File: src/rtl/tmr8_pkg.sv
`timescale 1ns/1ps
package tmr8_pkg;
   typedef enum logic [1:0] {
      A_COUNT  = 2'd0,
      A_CTRL   = 2'd1,
      A_STATUS = 2'd2,
      A_SPARE  = 2'd3
   } tmr_addr_e;

   localparam int STAT_FLAG_BIT = 0;
   localparam int STAT_EN_BIT   = 1;
endpackage

File: src/rtl/tmr8_sync_edge.sv
`timescale 1ns/1ps
module tmr8_sync_edge #(
   parameter int STAGES = 2
) (
   input  logic clk,
   input  logic rst_n,
   input  logic pin,
   input  logic tick,
   input  logic fall_sel,
   output logic edge_ev
);
   generate
      if (STAGES < 2) begin : g_bad_stages
         $error("tmr8_sync_edge: STAGES must be at least 2");
      end
   endgenerate

   logic [STAGES-1:0] sync_q;
   logic              prev_q;
   logic              settled;

   always_ff @(posedge clk or negedge rst_n) begin
      if (!rst_n) sync_q <= '0;
      else        sync_q <= {sync_q[STAGES-2:0], pin};
   end

   assign settled = sync_q[STAGES-1];

   always_ff @(posedge clk or negedge rst_n) begin
      if (!rst_n)    prev_q <= 1'b0;
      else if (tick) prev_q <= settled;
   end

   always_comb begin
      if (fall_sel) edge_ev = tick && prev_q && !settled;
      else          edge_ev = tick && !prev_q && settled;
   end
endmodule

File: src/rtl/tmr8_presc.sv
`timescale 1ns/1ps
module tmr8_presc #(
   parameter int PSW = 3
) (
   input  logic           clk,
   input  logic           rst_n,
   input  logic           clr,
   input  logic           ev_in,
   input  logic           ps_on,
   input  logic [PSW-1:0] ps_sel,
   output logic           ev_out
);
   localparam int PREW = 1 << PSW;

   generate
      if (PSW < 1 || PSW > 4) begin : g_bad_psw
         $error("tmr8_presc: PSW must be within 1..4");
      end
   endgenerate

   logic [PREW-1:0] cnt_q;
   logic [PREW-1:0] mask;
   logic            full;

   for (genvar i = 0; i < PREW; i++) begin : g_mask
      assign mask[i] = (ps_sel >= PSW'(i));
   end

   assign full = &(cnt_q | ~mask);

   always_ff @(posedge clk or negedge rst_n) begin
      if (!rst_n)              cnt_q <= '0;
      else if (clr)            cnt_q <= '0;
      else if (ev_in && ps_on) cnt_q <= cnt_q + PREW'(1);
   end

   assign ev_out = ps_on ? (ev_in && full) : ev_in;
endmodule

File: src/rtl/tmr8_count.sv
`timescale 1ns/1ps
module tmr8_count #(
   parameter int CW   = 8,
   parameter int HOLD = 2
) (
   input  logic          clk,
   input  logic          rst_n,
   input  logic          tick,
   input  logic          wr,
   input  logic [CW-1:0] wdata,
   input  logic          inc_ev,
   output logic [CW-1:0] count,
   output logic          hold_act,
   output logic          ovf
);
   localparam int HW = $clog2(HOLD + 1);

   generate
      if (HOLD < 1) begin : g_bad_hold
         $error("tmr8_count: HOLD must be at least 1");
      end
   endgenerate

   logic [CW-1:0] cnt_q;
   logic [HW-1:0] hold_q;

   always_ff @(posedge clk or negedge rst_n) begin
      if (!rst_n) begin
         cnt_q  <= '0;
         hold_q <= '0;
      end else if (wr) begin
         cnt_q  <= wdata;
         hold_q <= HW'(HOLD);
      end else begin
         if (tick && (hold_q != '0)) hold_q <= hold_q - HW'(1);
         if (inc_ev)                 cnt_q  <= cnt_q + CW'(1);
      end
   end

   assign count    = cnt_q;
   assign hold_act = (hold_q != '0);
   assign ovf      = inc_ev && !wr && (&cnt_q);
endmodule

File: src/rtl/tmr8_unit.sv
`timescale 1ns/1ps
module tmr8_unit #(
   parameter int CW     = 8,
   parameter int PSW    = 3,
   parameter int HOLD   = 2,
   parameter int STAGES = 2
) (
   input  logic          clk,
   input  logic          rst_n,
   input  logic          cyc_tick,
   input  logic          ext_pin,
   input  logic [1:0]    bus_addr,
   input  logic          bus_wr,
   input  logic [CW-1:0] bus_wdata,
   output logic [CW-1:0] bus_rdata,
   output logic          irq
);
   import tmr8_pkg::*;

   localparam int CTLW     = PSW + 3;
   localparam int POS_PSON = PSW;
   localparam int POS_EDGE = PSW + 1;
   localparam int POS_SRC  = PSW + 2;

   generate
      if (CW < 2 || CW < CTLW) begin : g_bad_cw
         $error("tmr8_unit: CW too narrow for the control word");
      end
   endgenerate

   logic [CTLW-1:0] ctl_q;
   logic            ovf_flag_q;
   logic            irq_en_q;
   logic            wr_cnt, wr_ctl, wr_stat;
   logic            ext_ev, src_ev, gate_ev, inc_ev;
   logic [CW-1:0]   cnt_q;
   logic            hold_act, ovf;

   assign wr_cnt  = bus_wr && (bus_addr == A_COUNT);
   assign wr_ctl  = bus_wr && (bus_addr == A_CTRL);
   assign wr_stat = bus_wr && (bus_addr == A_STATUS);

   tmr8_sync_edge #(.STAGES(STAGES)) i_edge (
      .clk      (clk),
      .rst_n    (rst_n),
      .pin      (ext_pin),
      .tick     (cyc_tick),
      .fall_sel (ctl_q[POS_EDGE]),
      .edge_ev  (ext_ev)
   );

   assign src_ev  = ctl_q[POS_SRC] ? ext_ev : cyc_tick;
   assign gate_ev = src_ev && !hold_act && !wr_cnt;

   tmr8_presc #(.PSW(PSW)) i_presc (
      .clk    (clk),
      .rst_n  (rst_n),
      .clr    (wr_cnt),
      .ev_in  (gate_ev),
      .ps_on  (ctl_q[POS_PSON]),
      .ps_sel (ctl_q[PSW-1:0]),
      .ev_out (inc_ev)
   );

   tmr8_count #(.CW(CW), .HOLD(HOLD)) i_count (
      .clk      (clk),
      .rst_n    (rst_n),
      .tick     (cyc_tick),
      .wr       (wr_cnt),
      .wdata    (bus_wdata),
      .inc_ev   (inc_ev),
      .count    (cnt_q),
      .hold_act (hold_act),
      .ovf      (ovf)
   );

   always_ff @(posedge clk or negedge rst_n) begin
      if (!rst_n)      ctl_q <= '0;
      else if (wr_ctl) ctl_q <= bus_wdata[CTLW-1:0];
   end

   always_ff @(posedge clk or negedge rst_n) begin
      if (!rst_n) begin
         ovf_flag_q <= 1'b0;
         irq_en_q   <= 1'b0;
      end else begin
         if (wr_stat) irq_en_q <= bus_wdata[STAT_EN_BIT];
         ovf_flag_q <= ovf || (ovf_flag_q && !(wr_stat && !bus_wdata[STAT_FLAG_BIT]));
      end
   end

   always_comb begin
      case (bus_addr)
         A_COUNT:  bus_rdata = cnt_q;
         A_CTRL:   bus_rdata = CW'(ctl_q);
         A_STATUS: bus_rdata = CW'({irq_en_q, ovf_flag_q});
         default:  bus_rdata = '0;
      endcase
   end

   assign irq = ovf_flag_q && irq_en_q;
endmodule

File: config.mk
export PLATFORM = sky130hd
export DESIGN_NAME = tmr8_unit
export DESIGN_NICKNAME = d
export VERILOG_FILES = /design/src/rtl/tmr8_pkg.sv /design/src/rtl/tmr8_sync_edge.sv /design/src/rtl/tmr8_presc.sv /design/src/rtl/tmr8_count.sv /design/src/rtl/tmr8_unit.sv
export SDC_FILE = /design/constraint.sdc
export NUM_CORES = 1
export LEC_CHECK = 0
export CAP_MARGIN = 20
export CORE_ASPECT_RATIO = 2
export CORE_MARGIN = 10
export CORE_UTILIZATION = 50
export DETAILED_ROUTE_END_ITERATION = 8
export PLACE_DENSITY = 0.71
export SYNTH_ARGS = -nofsm -noshare
export SYNTH_HDL_FRONTEND = slang
export SYNTH_SLANG_ARGS = --single-unit
File: constraint.sdc
create_clock -name clk -period 3.85 [get_ports clk]
set_input_delay 0.9625 -clock clk [delete_from_list [all_inputs] [get_ports clk]]
set_output_delay 0.9625 -clock clk [all_outputs]
set_load 0.03 [all_outputs]
==> metrics <==
Core ar. 3010 µm²; area fraction in compound gates after synthesis 11.6%; crit start category input pin; met2 global-route usage 23.9%; final global-route overflow total 0; Max Cap Viol 0; post-synthesis cell area 1590 µm²; Critical Path AT 2.59 ns; Die W 59.9 µm; number of inserted diodes 0; CTS tree yes; CP most frequent cell clkdlybuf4s50_1; critical path class input pin to output pin; first-pass GRT wire length 6.31 mm; gr usage total 13.5%; clock sink count 29; Layout Cells excl Fill 220; initial core utilization 52.8%; DRC viols 0; min Tclk post-route 3.55 ns; clock latency at the later pin of the worst-skew pair 0.28 ns; DR vias 1266; CTS resizes 0; WHS Path Cells 0; Yosys Warn Count 0; Setup Fix Bufs, Post-CTS 0; CP peak stage delay 0.70 ns; mux contribution to synthesized area 10.1%; largest family of logic cells by synthesized area simple AND/OR/NAND/NOR gates; Die Area 5970 µm²; final worst setup slack 0.300 ns; FF-to-FF Start ctl_q[4]; P_leak 0.823 nW; Max VDD drop 0.000337 V; routed len/inst 16.1 µm; Adder-Cell Fraction of Synth Area 2.36%; family with the most delay on the worst path buffers and inverters; RePlAce Congestion 0.790; Sum Neg Setup Slack 0 ns; GRT Max-Usage Layer met2; main flop type after synthesis dfrtp_1; slew of the pin with the lowest slew margin 0.788 ns; XOR/XNOR Fraction of Synth Area 4.96%; largest net degree at the start of global routing 30; hpwl dp 2.71 mm; Hold Path Class flip-flop to flip-flop; Final Slew Violations 0; vias in the first global route 1384; Routed Antenna Nets 0; Cells after Synth 160; Setup WS pre-CTS 0.266 ns; Max Fclk 282 MHz; post-synthesis average cell area 9.94 µm²; RSZ-0062 raised after global routing no; EDFF count, synth 0; Pre-Repair DR Iteration Count 5; slew margin rel. 47.0%; met3 GRT Util 3.57%; CP bufs+invs 2; Syn Nets 178; H-tree depth 2; setup violators final 0; simple logic cell fraction of the synthesized area 23.4%; critical path fanouts, max 3; Reg clk slew, reported paths 0.05 ns; drt initial violations 24; fillers 242; hold slack 0.351 ns; most frequent cells in the layout 29 x dfrtp_1, 25 x nand2_1, 23 x clkdlybuf4s50_1; Pwr Density 475 nW/µm²; Synth cell types 41; Critical Path End Type output pin; Synth Register Bits 29; clk buf depth 2; fraction of registers with async set/reset 100%; Final Hold Vio Count 0; cells on worst reg2reg path 6; CP required 2.89 ns; origin of the worst min-delay path i_edge.sync_q[0]; Rows 28; IO buf count 23; Area Overhead vs Synth 22.8%; CP cell instances clkdlybuf4s50_1 > nor2b_1 > nand2_1 > o21ai_0 > clkdlybuf4s50_1; most common cell after layout, fill and taps aside dfrtp_1; placed instance count 212; FF-to-FF End i_count.count[5]; # hold bufs at CTS 0; Max Clock Skew 0.00717 ns; # IOs 24; TritonCTS Buffers 5; r2r setup slk 1.63 ns; Layout Nets 207; Clock Root Buffer clkbuf_8; sequential-to-total area share from yosys stat 45.6%; grt met1 use 13.8%; vias per std cell 5.75; total wire length 3.54 mm; Crit-path slowest cell clkdlybuf4s50_1; DIE HEIGHT 99.8 µm; fraction of layout cells with a size suffix above 1 13.7%; crit share post-route 92.2%; status completed; initial antenna violation count 0; hold path endpoint i_edge.sync_q[1]
[layout make-up]
type                            count  area, µm²  area share, %
Inverter                            3       11.3          0.577
Tap cell                           30       37.5           1.92
Sequential cell                    29        726           37.2
Timing Repair Buffer               27        260           13.3
Multi-Input combinational cell    123        838           42.9
Clock buffer                        8       80.1           4.10
[cells by family (layout without fill, tap and decap cells)]
logic type | count (synthesis) | count (layout)
AO/OA/AOI/OAI | 28 | 28
XOR/XNOR | 9 | 9
adder cells (fa/ha/maj) | 3 | 3
buffers and inverters | 8 | 38
flip-flops | 29 | 29
multiplexers | 15 | 15
AND/OR/NAND/NOR | 68 | 68
[power breakdown]
part	switching [mW]	internal [mW]
Sequential	0.0693	0.363
Clock	0.109	0.128
Combinational	0.132	0.127
[how the worst max path moves through the flow]
stage	startpoint	to	slack [ns]	cells after the start
3_3_place_gp	bus_addr[1]	bus_rdata[1]	0.27	5
4_1_cts	bus_addr[1]	bus_rdata[1]	0.26	5
6_report	bus_addr[1]	bus_rdata[1]	0.30	5
3_5_place_dp	bus_addr[1]	bus_rdata[1]	0.27	5
5_1_grt	bus_addr[1]	bus_rdata[1]	0.16	5
2_1_floorplan	bus_addr[0]	bus_rdata[0]	0.94	3
[cell usage after synthesis, types with 3 or more instances]
cell	number	area share, %
inv_1	3	0.71
and2_1	3	1.2
mux2i_1	7	4.4
nor2b_1	3	1.2
nand2_1	25	5.9
a21oi_1	6	1.9
clkbuf_1	3	0.71
ha_1	3	2.4
mux2_2	8	5.7
xnor2_1	7	3.9
nand3_1	6	1.9
o21ai_1	4	1.3
dfrtp_1	29	46
nor2_1	12	2.8
o21ai_0	9	2.8
[metrics by stage]
stage,util [%],total power [mW],instance area [µm²]
2_1_floorplan,-,0.605,1590
3_3_place_gp,62.2,0.687,1870
3_5_place_dp,62.2,0.700,1870
4_1_cts,64.8,0.939,1950
5_1_grt,64.8,0.992,1950
6_report,64.8,0.928,1950
[flip-flops by register name, indices dropped and copies added, names as in the netlist]
signal and count:
i_count.count 8, i_presc.cnt_q 8, ctl_q 6, i_count.hold_q 2, i_edge.sync_q 2, i_edge.prev_q 1, irq_en_q 1, ovf_flag_q 1
[per-layer routing]
metal | vias to the layer above | wire [µm] | share of wire, %
li1 | 620 | - | -
met1 | 614 | 1270 | 36
met2 | 26 | 2020 | 57
met3 | 6 | 177 | 5.0
met4 | 0 | 74 | 2.1
met5 | - | 0 | 0
No activity file was read; power rests on OpenSTA's default activity.
